[src/rtl/aud_rx_pkg.sv]
package aud_rx_pkg;

    localparam int SMP_W   = 24;
    localparam int CNT_W   = $clog2(SMP_W + 1);
    localparam int W_SHORT = 16;
    localparam int W_MID   = 20;
    localparam int W_LONG  = 24;

    typedef enum logic [1:0] {
        JK_RIGHT = 2'd0,
        JK_LEFT  = 2'd1,
        JK_I2S   = 2'd2,
        JK_OFF   = 2'd3
    } just_e;

    typedef struct packed {
        just_e            kind;
        logic [CNT_W-1:0] len;
        logic             left_lvl;
    } fmt_cfg_t;

    typedef struct packed {
        logic             lr;
        logic             synced;
        logic             active;
        logic [CNT_W-1:0] cnt;
        logic [SMP_W-1:0] sr;
        logic [SMP_W-1:0] word;
        logic             valid;
        logic             left;
    } eng_st_t;

    function automatic fmt_cfg_t decode_fmt(input logic [2:0] code);
        fmt_cfg_t c;
        c.kind     = JK_OFF;
        c.len      = CNT_W'(W_SHORT);
        c.left_lvl = 1'b1;
        case (code)
            3'd0: begin c.kind = JK_RIGHT; c.len = CNT_W'(W_SHORT); end
            3'd1: begin c.kind = JK_RIGHT; c.len = CNT_W'(W_MID);   end
            3'd2: begin c.kind = JK_LEFT;  c.len = CNT_W'(W_MID);   end
            3'd3: begin c.kind = JK_I2S;   c.len = CNT_W'(W_MID); c.left_lvl = 1'b0; end
            3'd4: begin c.kind = JK_RIGHT; c.len = CNT_W'(W_LONG);  end
            default: ;
        endcase
        return c;
    endfunction

    function automatic logic [SMP_W-1:0] sign_fill(input logic [SMP_W-1:0] w,
                                                   input logic [CNT_W-1:0] n);
        logic [SMP_W-1:0] r;
        logic             s;
        s = w[n - CNT_W'(1)];
        for (int i = 0; i < SMP_W; i++) begin
            r[i] = (i < int'(n)) ? w[i] : s;
        end
        return r;
    endfunction

endpackage

[src/rtl/aud_rx_cfg.sv]
module aud_rx_cfg
    import aud_rx_pkg::*;
(
    input  logic       clk,
    input  logic       rst_n,
    input  logic       pwr_down,
    input  logic [2:0] fmt_sel,
    output fmt_cfg_t   cfg_o
);

    fmt_cfg_t cfg_d, cfg_q;

    always_comb begin
        cfg_d = cfg_q;
        if (pwr_down) begin
            cfg_d = decode_fmt(fmt_sel);
        end
    end

    always_ff @(posedge clk or negedge rst_n) begin
        if (!rst_n) begin
            cfg_q <= decode_fmt(3'd0);
        end else begin
            cfg_q <= cfg_d;
        end
    end

    assign cfg_o = cfg_q;

    // Format only moves while power-down is high
    assert_cfg_hold_R2: assert property (@(posedge clk) disable iff (!rst_n)
        !pwr_down |=> $stable(cfg_q));

endmodule

[src/rtl/aud_rx_engine.sv]
module aud_rx_engine
    import aud_rx_pkg::*;
(
    input  logic             clk,
    input  logic             rst_n,
    input  logic             pwr_down,
    input  fmt_cfg_t         cfg_i,
    input  logic             lr_clk,
    input  logic             ser_data,
    output logic [SMP_W-1:0] word_o,
    output logic             valid_o,
    output logic             left_o
);

    eng_st_t          st_d, st_q;
    logic [SMP_W-1:0] shifted;
    logic [CNT_W-1:0] cnt_inc;
    logic             lr_chg;
    logic             short_hit;
    logic             mid_hit;

    always_comb begin
        st_d       = st_q;
        st_d.valid = 1'b0;
        shifted    = {st_q.sr[SMP_W-2:0], ser_data};
        cnt_inc    = st_q.cnt + CNT_W'(1);
        lr_chg     = (lr_clk != st_q.lr);
        short_hit  = (st_q.cnt == CNT_W'(W_SHORT - 1));
        mid_hit    = (st_q.cnt == CNT_W'(W_MID - 1));
        st_d.lr    = lr_clk;
        st_d.sr    = shifted;

        if (pwr_down || cfg_i.kind == JK_OFF) begin
            st_d.synced = 1'b0;
            st_d.active = 1'b0;
            st_d.cnt    = '0;
        end else begin
            case (cfg_i.kind)
                JK_RIGHT: begin
                    // word is the history before this edge's bit
                    if (lr_chg) begin
                        st_d.synced = 1'b1;
                        if (st_q.synced) begin
                            st_d.valid = 1'b1;
                            st_d.word  = sign_fill(st_q.sr, cfg_i.len);
                            st_d.left  = (st_q.lr == cfg_i.left_lvl);
                        end
                    end
                end
                JK_LEFT: begin
                    if (lr_chg) begin
                        st_d.active = 1'b1;
                        st_d.cnt    = CNT_W'(1);
                    end else if (st_q.active) begin
                        st_d.cnt = cnt_inc;
                        if (cnt_inc == cfg_i.len) begin
                            st_d.active = 1'b0;
                            st_d.valid  = 1'b1;
                            st_d.word   = sign_fill(shifted, cfg_i.len);
                            st_d.left   = (lr_clk == cfg_i.left_lvl);
                        end
                    end
                end
                JK_I2S: begin
                    if (lr_chg) begin
                        // LSB of the old word may ride on this edge
                        if (st_q.active && (short_hit || mid_hit)) begin
                            st_d.valid = 1'b1;
                            st_d.word  = sign_fill(shifted, cnt_inc);
                            st_d.left  = (st_q.lr == cfg_i.left_lvl);
                        end
                        st_d.active = 1'b1;
                        st_d.cnt    = '0;
                    end else if (st_q.active) begin
                        st_d.cnt = cnt_inc;
                        if (cnt_inc == cfg_i.len) begin
                            st_d.active = 1'b0;
                            st_d.valid  = 1'b1;
                            st_d.word   = sign_fill(shifted, cfg_i.len);
                            st_d.left   = (lr_clk == cfg_i.left_lvl);
                        end
                    end
                end
                default: ;
            endcase
        end
    end

    always_ff @(posedge clk or negedge rst_n) begin
        if (!rst_n) begin
            st_q <= '0;
        end else begin
            st_q <= st_d;
        end
    end

    assign word_o  = st_q.word;
    assign valid_o = st_q.valid;
    assign left_o  = st_q.left;

    assert_codes_quiet_R10: assert property (@(posedge clk) disable iff (!rst_n)
        (cfg_i.kind == JK_OFF) |=> !st_q.valid);

    assert_pd_quiet_R11: assert property (@(posedge clk) disable iff (!rst_n)
        pwr_down |=> !st_q.valid);

    assert_rj_on_lr_edge_R3: assert property (@(posedge clk) disable iff (!rst_n)
        (st_q.valid && $past(cfg_i.kind == JK_RIGHT)) |-> (st_q.lr != $past(st_q.lr)));

    assert_sign_fill_R4: assert property (@(posedge clk) disable iff (!rst_n)
        (st_q.valid && $past(cfg_i.len) != CNT_W'(W_LONG)) |->
        ($countones(st_q.word[SMP_W-1:W_MID-1]) == 0 ||
         $countones(st_q.word[SMP_W-1:W_MID-1]) == (SMP_W - W_MID + 1)));

    assert_lj_channel_R6: assert property (@(posedge clk) disable iff (!rst_n)
        (st_q.valid && $past(cfg_i.kind == JK_LEFT)) |-> (st_q.left == st_q.lr));

endmodule

[src/rtl/aud_serial_rx.sv]
module aud_serial_rx
    import aud_rx_pkg::*;
(
    input  logic             bit_clk,
    input  logic             rst_n,
    input  logic             pwr_down,
    input  logic [2:0]       fmt_sel,
    input  logic             lr_clk,
    input  logic             ser_data,
    output logic [SMP_W-1:0] sample_out,
    output logic             sample_valid,
    output logic             sample_left
);

    fmt_cfg_t cfg;

    aud_rx_cfg u_cfg (
        .clk      (bit_clk),
        .rst_n    (rst_n),
        .pwr_down (pwr_down),
        .fmt_sel  (fmt_sel),
        .cfg_o    (cfg)
    );

    aud_rx_engine u_engine (
        .clk      (bit_clk),
        .rst_n    (rst_n),
        .pwr_down (pwr_down),
        .cfg_i    (cfg),
        .lr_clk   (lr_clk),
        .ser_data (ser_data),
        .word_o   (sample_out),
        .valid_o  (sample_valid),
        .left_o   (sample_left)
    );

endmodule

[config.mk]
export PLATFORM = sky130hd
export DESIGN_NAME = aud_serial_rx
export DESIGN_NICKNAME = d
export VERILOG_FILES = /design/src/rtl/aud_rx_pkg.sv /design/src/rtl/aud_rx_cfg.sv /design/src/rtl/aud_rx_engine.sv /design/src/rtl/aud_serial_rx.sv
export SDC_FILE = /design/constraint.sdc
export NUM_CORES = 1
export LEC_CHECK = 0
export BUFFER_PORTS_ARGS = -buffer_cell sky130_fd_sc_hd__buf_2
export CAP_MARGIN = 15
export CELL_PAD_IN_SITES_DETAIL_PLACEMENT = 1
export CELL_PAD_IN_SITES_GLOBAL_PLACEMENT = 1
export CORE_ASPECT_RATIO = 1.75
export CORE_MARGIN = 1.5
export CORE_UTILIZATION = 45
export CTS_BUF_LIST = sky130_fd_sc_hd__clkbuf_8
export CTS_CLUSTER_SIZE = 25
export DETAILED_ROUTE_END_ITERATION = 12
export PLACE_DENSITY = 0.83
export SYNTH_ARGS = -nofsm -noshare
export SYNTH_HDL_FRONTEND = slang
export SYNTH_SLANG_ARGS = --single-unit
[constraint.sdc]
create_clock -name bit_clk -period 7.4 [get_ports bit_clk]
set_clock_uncertainty 0.1 [all_clocks]
set_input_delay 0 -clock bit_clk [delete_from_list [all_inputs] [get_ports bit_clk]]
set_output_delay 0 -clock bit_clk [all_outputs]
set_load 0.05 [all_outputs]
# Word level (Yosys, flattened, before mapping)
# Cells that the tools add are included.
[word_totals] reg_bits=66 latch_bits=0 mem_bits_rw=0 romBits=0 input_bits=8 out_inout_bits=26 wordCells=190 memories=0
[op_classes] add_sub_neg=3 multipliers=0 div_mod_pow=0 magnitude_cmp=50 n_eq_ne=17 n_shift=0 mux=97 bitwise=1 reduce_logical=11
[ops] op="$mux W26" n=7
[ops] op="$lt A4 B5 Y1 const A" n=16
[ops] op="$lt A5 B5 Y1 const A" n=16
[ops] op="$mux W1" n=79
[ops] op="$pmux W26 S3" n=1
[ops] op="$lt A3 B5 Y1 const A" n=8
[ops] op="$pmux W7 S5" n=1
[ops] op="$lt A1 B5 Y1 const A" n=4
[ops] op="$lt A2 B5 Y1 const A" n=4
[ops] op="$mux W6" n=3
[ops] op="$bmux W1 S5" n=3
[ops] op="$lt A5 B6 Y1 const B" n=2
[ops] op="$pmux W6 S2" n=1
[ops] op="$sub A5 B1 Y5 const B" n=2
[ops] op="$mux W7" n=1
[ops] op="$eq A3 B2 Y1 const B" n=2
[ops] op="$reduce_and A6 Y1" n=1
[ops] op="$reduce_bool A3 Y1" n=2
[ops] op="$add A5 B1 Y5 const B" n=1
[ops] op="$eq A5 B4 Y1 const B" n=1
[ops] op="$eq A5 B5 Y1" n=1
[ops] op="$eq A5 B5 Y1 const B" n=1
[ops] op="$eq A2 B2 Y1 const B" n=2
[ops] op="$ne A2 B1 Y1 const B" n=2
[ops] op="15 further kinds" n=18

# Logic depth before layout (Yosys ltp)
# Gate-level depths: netlist (run 1).
[depth] ltp_word=9 ltp_mapped=12 depth_no_buf=8

# Hierarchy
# From an unflattened synthesis (run 1), not the netlist that was laid out.
[hier_totals] cells_unflattened=576 hier_area_um2=5068.6
[by_module_without_submodules] mod="aud_rx_engine" instances=1 cells_per_inst=549 area_per_inst_um2=4814.6 seq_area_each_um2=1451.4
[by_module_without_submodules] mod="aud_rx_cfg" instances=1 cells_per_inst=27 area_per_inst_um2=254.0 seq_area_each_um2=126.4

# Worst setup path before layout (run 1)
# No wires, ideal clock.
[synth_path] kind="register to register" from="register u_engine.st_q[50] in the netlist's numbering" to="register u_engine.st_q (netlist bit u_engine.word_o[20])" setup_time_ps=99 arrival_ps=2864 t_required_ps=7201 path_slack_ps=4337 path_stages_with_launch=12 path_buffers=3 synth_period_minus_slack_ps=3063 path_cell_list="dfrtp_1 -> buf_2 -> buf_1 -> inv_1 -> ha_1 -> clkbuf_1 -> or3_1 -> o2111ai_1 -> o211a_1 -> nor4b_2 -> mux2i_1 -> a311oi_1"
[synth_via] elab_chain_len=8 word_cells_on_any_way=19 cone_classes="add/sub (2); order compare (1); eq/ne (4); mux (9); reduce/logical (3)"
[synth_lines] item="from (decl)" line="aud_rx_engine.sv:15" rtl="eng_st_t st_d, st_q;"
[synth_lines] item="from (signal assigned)" line="aud_rx_engine.sv:93" rtl="st_q <= st_d;"
[synth_lines] item="$add A5 B1 Y5" line="aud_rx_engine.sv:26" rtl="cnt_inc = st_q.cnt + CNT_W'(1);"
[synth_lines] item="$sub A5 B1 Y5" line="aud_rx_pkg.sv:53" rtl="s = w[n - CNT_W'(1)];"
[synth_lines] item="$bmux W1 S5" line="aud_rx_pkg.sv:53"
[synth_lines] item="$mux W1 (not written as such)" line="aud_rx_pkg.sv:53"
[synth_lines] item="$mux W1" line="aud_rx_pkg.sv:55" rtl="r[i] = (i < int'(n)) ? w[i] : s;"
[synth_lines] item="$mux W26" line="aud_rx_engine.sv:67" rtl="if (st_q.active && (short_hit || mid_hit)) begin"
[synth_lines] item="$mux W26" line="aud_rx_engine.sv:65" rtl="if (lr_chg) begin"
[synth_lines] item="$pmux W26 S3" line="aud_rx_engine.sv:38" rtl="case (cfg_i.kind)"
# Parallel ways exist; a longest one is shown, timed or not. The select of a mux whose other input is x is not followed.
# A chain may end at the register's enable or synchronous reset.

# Final worst setup path (run 1)
[layout_path] from="register u_engine.st_q[50] in the netlist's numbering" to="register u_engine.st_q (netlist bit u_engine.word_o[21])"
# Same word-level chain as after synthesis.

==> results of run 1 <==
-- sequential cells by signal, indices dropped and copies added, names as in the netlist --
signal            flops
u_cfg.cfg_o           5
u_engine.shifted     23
u_engine.st_q         9
u_engine.valid_o      1
u_engine.word_o      24
u_engine.left_o       1
-- layout make-up --
type                       instances  area, um^2  area share (%)
clock inverter                     7        71.3            1.58
timing repair buffer              48         305            6.77
tap                              120         150            3.33
clock buffer                       9         124            2.75
sequential                        63        1580            35.0
inverter                          14        52.6            1.17
multi-input combinational        330        2230            49.4
-- through the flow --
step / hold slack, ps / power, mW / area, um^2
6_report: 226 / 0.922 / 4510
4_1_cts: 219 / 0.927 / 4510
3_5_place_dp: 60.5 / 0.617 / 4200
2_1_floorplan: -396 / 0.578 / 4170
3_3_place_gp: 59.4 / 0.611 / 4200
5_1_grt: 257 / 0.964 / 4510
-- timing repair --
item | in CTS | in global routing
endpoints found under the setup margin | 0 | 0
hold buffers | 11 | 0
hold endpoints to repair | 71 | 0
-- how the worst min path moves through the flow --
stage                  start             endpoint  slack [ps]
floorplan              rst_n       u_cfg.cfg_o[3]        -400
global placement    ser_data  u_engine.shifted[1]          60
detailed placement  ser_data  u_engine.shifted[1]          60
CTS                 ser_data  u_engine.shifted[1]         220
global route        ser_data  u_engine.shifted[1]         260
finish              ser_data  u_engine.shifted[1]         230
-- Yosys cell counts (3+ instances only) --
cell	instances	share of area [%]
o21a_1	5	0.90
xnor2_1	10	2.1
o2111ai_1	4	0.84
inv_1	14	1.3
buf_2	7	0.84
xor2_1	6	1.3
nand2b_1	10	1.5
a22oi_1	19	3.4
a221o_1	3	0.72
mux4_2	8	4.3
a21oi_1	27	3.2
a211oi_1	4	0.72
o32ai_1	3	0.63
nor3_1	12	1.4
and3_1	5	0.75
maj3_1	3	0.72
clkbuf_1	17	1.5
ha_1	4	1.2
or3_1	4	0.60
nand2_1	33	3.0
nand3_1	19	2.3
o21ai_0	37	4.4
nand4_1	3	0.45
buf_4	24	4.3
dfrtp_1	62	37
nor2b_1	9	1.4
a221oi_1	8	1.7
o211ai_1	4	0.72
mux2i_1	5	1.2
and2_1	5	0.75
mux2_2	5	1.4
nor2_1	36	3.2
buf_1	3	0.27
o31ai_1	4	0.72
-- power groups by stage --
stage | registers [mW] | clock network, mW | logic (mW)
finish | 0.409 | 0.305 | 0.208
global route | 0.413 | 0.325 | 0.226
CTS | 0.408 | 0.310 | 0.209
detailed placement | 0.415 | 0 | 0.202
global placement | 0.413 | 0 | 0.198
floorplan | 0.398 | 0 | 0.180
-- layer usage --
layer  wire, um  GRT usage (%)
met5          0              0
met4        741           17.0
met3        509           5.71
met2       6440           45.1
met1       4430           27.8
-- cell families (layout without fill, tap and decap cells) --
family	after synthesis	in the layout	synth area share, %
simple gates	149	149	18.0
compound gates	140	140	23.2
buf+inv	67	78	8.77
flops	63	63	37.9
mux	18	18	6.88
xor+xnor	16	16	3.36
fa+ha+maj	7	7	1.92
==> results.json, run 1 <==
{
  "power_frac_seq_pct": 44.3,
  "numClockSinks": 63,
  "final_cell_mix": "dfrtp_1 (62), o21ai_0 (37), nor2_1 (36)",
  "cts-root-buf": "clkbuf_8",
  "ctsResizeCount": 0,
  "seq_area_frac_synth_pct": 37.9,
  "layout_commonest_cell": "dfrtp_1",
  "rr_worst_depth": 7,
  "avgViaCountPerCell": 6.30,
  "critPathMaxStageDelay_ps": 860,
  "fillCellCount": 1055,
  "crit_type": "reg2reg",
  "finalCriticalPeriod_ps": 4120,
  "power_density_nw_per_um2": 204,
  "cellInternalPower_mw": 0.596,
  "setup.worst_path.start_class": "register",
  "gp_congestion": 0.936,
  "grt_overflow": 0,
  "power_frac_comb_pct": 22.5,
  "grt_max_degree": 64,
  "dieArea_um2": 9870,
  "netlist_instances": 460,
  "instances_no_fill": 591,
  "ys_types": 64,
  "p_clk_share_pct": 33.1,
  "dp_cells": 564,
  "crit_path_top_delay_cell": "dfrtp_1",
  "syn_to_final_growth_pct": 8.23,
  "rsz0062_at_grt": "false",
  "drtIter0Drc": 220,
  "path_cells": "ha_1 -> nand2_1 -> nor3_1 -> nand3_1 -> a221o_1 -> a22oi_1 -> nand3_1",
  "antennaDiodeCount": 0,
  "endpoint_kind": "register",
  "drive_above_1_share_pct": 16.1,
  "start_util_pct": 46.1,
  "dp_hpwl_um": 8800,
  "synthFlopType": "dfrtp_1",
  "status": "finished clean",
  "tightestPinTransition_ps": 1100,
  "rows": 46,
  "drc": 0,
  "critPathBufInv": 0,
  "antenna_found_initial": 0,
  "synth_async_sr_flop_share_pct": 100,
  "drt_wl_total_um": 12100,
  "synth-edff-count": 0,
  "cp_max_fo": 27,
  "layout_setup_ws_ps": 3280,
  "r2r_slack_ps": 3280,
  "swShare_pct": 35.3,
  "startpoint": "u_engine.st_q[50]",
  "grt.total_usage_pct": 26.2,
  "syn-num-nets": 472,
  "fmax_mhz": 243,
  "fp.dieH_um": 130,
  "avgSynthCellArea_um2": 9.06,
  "leakagePower_nw": 1.83,
  "path_common_cell": "nand3_1",
  "numCtsBuffers": 9,
  "regToRegEndpoint": "u_engine.word_o[21]",
  "port_buffers": 33,
  "required_ps": 7530,
  "finalHoldViolations": 0,
  "htree_levels": 3,
  "final_util_pct": 49.9,
  "die_x_um": 75.7,
  "cp_top_family": "simple AND/OR/NAND/NOR gates",
  "grt_pass1_vias": 3726,
  "syn_area_um2": 4170,
  "ys_ff_latch": 63,
  "clk_pin_slew_ps": 80,
  "maxCapViolations": 0,
  "drt.antenna.violating_nets": 0,
  "post_cts_buffers": 0,
  "cp.depth": 7,
  "fin_setup_tns_ps": 0,
  "setup_viol": 0,
  "power_switching_mw": 0.325,
  "ir_drop_mv": 0.111,
  "drv_slew": 0,
  "slew_headroom_pct": 27.0,
  "grt_pass1_wl_um": 19100,
  "io_pins": 34,
  "cts_tree": "built",
  "dpl_worst_slack_ps": 3280,
  "clock_path_buffers": 2,
  "core_area_um2": 9040,
  "fin_crit_sh_pct": 55.6,
  "arrival_ps": 4250,
  "routedWlPerCell_um": 20.5,
  "num-nets-final": 478,
  "yosys_warnings": 0,
  "drtPass1Iterations": 5,
  "cp-endpoint": "u_engine.word_o[21]",
  "vias": 3723,
  "r2r_start": "u_engine.st_q[50]",
  "hold_path_class": "in2reg",
  "whs_path_depth": 2,
  "clk_latency_ps": 360
}
Power figures use the tool's default switching activity.
==> inputs of run 2 (changes only) <==
- clock period: 7.4 -> 4.1 ns (I/O delays scaled with it)
==> run 2 against run 1 <==
Net effect: hold slack better by 8.7 ps; global-route usage is 1.2 points higher; clock-buffer cell count stayed put; sequential power is 79% higher; flip-flop and latch count stayed put; critical endpoint is now u_engine.word_o[20].
==> results.json, run 2 (synthesis results as in run 1) <==
{
  "dpl_worst_slack_ps": 861,
  "final_util_pct": 50.3,
  "numClockSinks": 63,
  "tightestPinTransition_ps": 876,
  "drt_wl_total_um": 12400,
  "clk_latency_ps": 370,
  "cp-endpoint": "u_engine.word_o[20]",
  "avgViaCountPerCell": 6.22,
  "power_density_nw_per_um2": 355,
  "syn_to_final_growth_pct": 9.16,
  "cts_tree": "built",
  "dpl-instance-area_um2": 4260,
  "finalCriticalPeriod_ps": 3310,
  "grt_overflow": 0,
  "numCtsBuffers": 9,
  "grt_pass1_vias": 3866,
  "setup_viol": 0,
  "grt_pass1_wl_um": 20100,
  "finalHoldViolations": 0,
  "r2r_slack_ps": 790,
  "startpoint": "u_engine.st_q[50]",
  "gp_congestion": 0.954,
  "fp.dieH_um": 130,
  "status": "finished clean",
  "rows": 46,
  "drive_above_1_share_pct": 17.3,
  "rsz0062_at_grt": "false",
  "layout_commonest_cell": "dfrtp_1",
  "fin_crit_sh_pct": 80.7,
  "r2r_start": "u_engine.st_q[50]",
  "grt_max_degree": 64,
  "arrival_ps": 3480,
  "fin_hold_ws_ps": 235,
  "crit_path_top_delay_cell": "ha_1",
  "final_cell_mix": "dfrtp_1 (62), o21ai_0 (37), nor2_1 (36)",
  "dieArea_um2": 9870,
  "fin_area_um2": 4550,
  "num-nets-final": 486,
  "dp_cells": 571,
  "dp_hpwl_um": 8870,
  "rr_worst_depth": 9,
  "clock_path_buffers": 2,
  "port_buffers": 33,
  "routedWlPerCell_um": 20.7,
  "start_util_pct": 46.1,
  "instances_no_fill": 599,
  "setup.worst_path.start_class": "register",
  "die_x_um": 75.7,
  "antenna_found_initial": 0,
  "drv_slew": 0,
  "drt.antenna.violating_nets": 0,
  "grt.total_usage_pct": 27.4,
  "regToRegEndpoint": "u_engine.word_o[20]",
  "drtPass1Iterations": 5,
  "antennaDiodeCount": 0,
  "cts-root-buf": "clkbuf_8",
  "ctsResizeCount": 0,
  "ir_drop_mv": 0.203,
  "leakagePower_nw": 1.86,
  "largest_register_ffs": 24,
  "layout_setup_ws_ps": 792,
  "power.total_mw": 1.61,
  "drc": 0,
  "vias": 3727,
  "crit_type": "reg2reg",
  "drtIter0Drc": 225,
  "fillCellCount": 1070,
  "cp_max_fo": 20,
  "maxCapViolations": 0,
  "htree_levels": 3,
  "clk_pin_slew_ps": 80,
  "critPathMaxStageDelay_ps": 570,
  "hold_path_class": "in2reg",
  "slew_headroom_pct": 41.6,
  "fin_setup_tns_ps": 0,
  "fmax_mhz": 302,
  "endpoint_kind": "register",
  "io_pins": 34,
  "core_area_um2": 9040,
  "required_ps": 4270,
  "path_cells": "buf_4 -> inv_1 -> ha_1 -> or3_1 -> o2111ai_1 -> o211a_1 -> nor4b_2 -> mux2i_1 -> a311oi_1"
}
-- run 2: changes by cell type in the layout (fill, tap and decap cells not counted) --
cell           before  now
buf_4               4   11
dlygate4sd3_1      11   12
bufinv_16           1    0
clkinvlp_4          3    2
clkinv_2            2    3
clkinv_4            0    1
-- run 2: where the power goes --
group | internal (mW) | total (mW) | switching [mW] | leakage, nW
clock network | 0.218 | 0.493 | 0.275 | 0.0854
registers | 0.670 | 0.731 | 0.0612 | 0.800
logic | 0.131 | 0.391 | 0.259 | 0.978
-- run 2: final cells by class --
type | instances | area, um^2 | area share (%)
multi-input cells | 330 | 2230 | 49.0
flip-flops and latches | 63 | 1580 | 34.7
repair buffers | 56 | 368 | 8.09
well taps | 120 | 150 | 3.30
clock buffers | 9 | 124 | 2.72
inverters | 14 | 52.6 | 1.16
clock inverters | 7 | 47.5 | 1.05
-- run 2: critical path: cells and delay by family (launching register included) --
family	cells	cell delay, ps
fa+ha+maj	1	570
buf+inv	2	370
flops	1	330
compound gates	3	690
mux	1	180
simple gates	2	960
-- run 2: how the worst min path moves through the flow --
stage             start                   to  slack (ps)  cells after the start
4_1_cts        ser_data  u_engine.shifted[1]         220                      2
5_1_grt        ser_data  u_engine.shifted[1]         260                      2
3_5_place_dp   ser_data  u_engine.shifted[1]          70                      1
6_report       ser_data  u_engine.shifted[1]         230                      2
3_3_place_gp   ser_data  u_engine.shifted[1]          50                      1
2_1_floorplan     rst_n       u_cfg.cfg_o[3]        -400                      0
-- run 2: per-layer routing --
metal  track usage (%)  up-vias  wire [um]
li1                  -     1702          -
met1              30.3     1884       4580
met2              47.5      106       6740
met3              5.95       35        557
met4              14.6        0        504
met5                 0        -          0
-- run 2: timing repair --
item                                   CTS  global route
endpoints found under the hold margin   71             0
hold buffers                            12             0
buffers inserted                         0             0
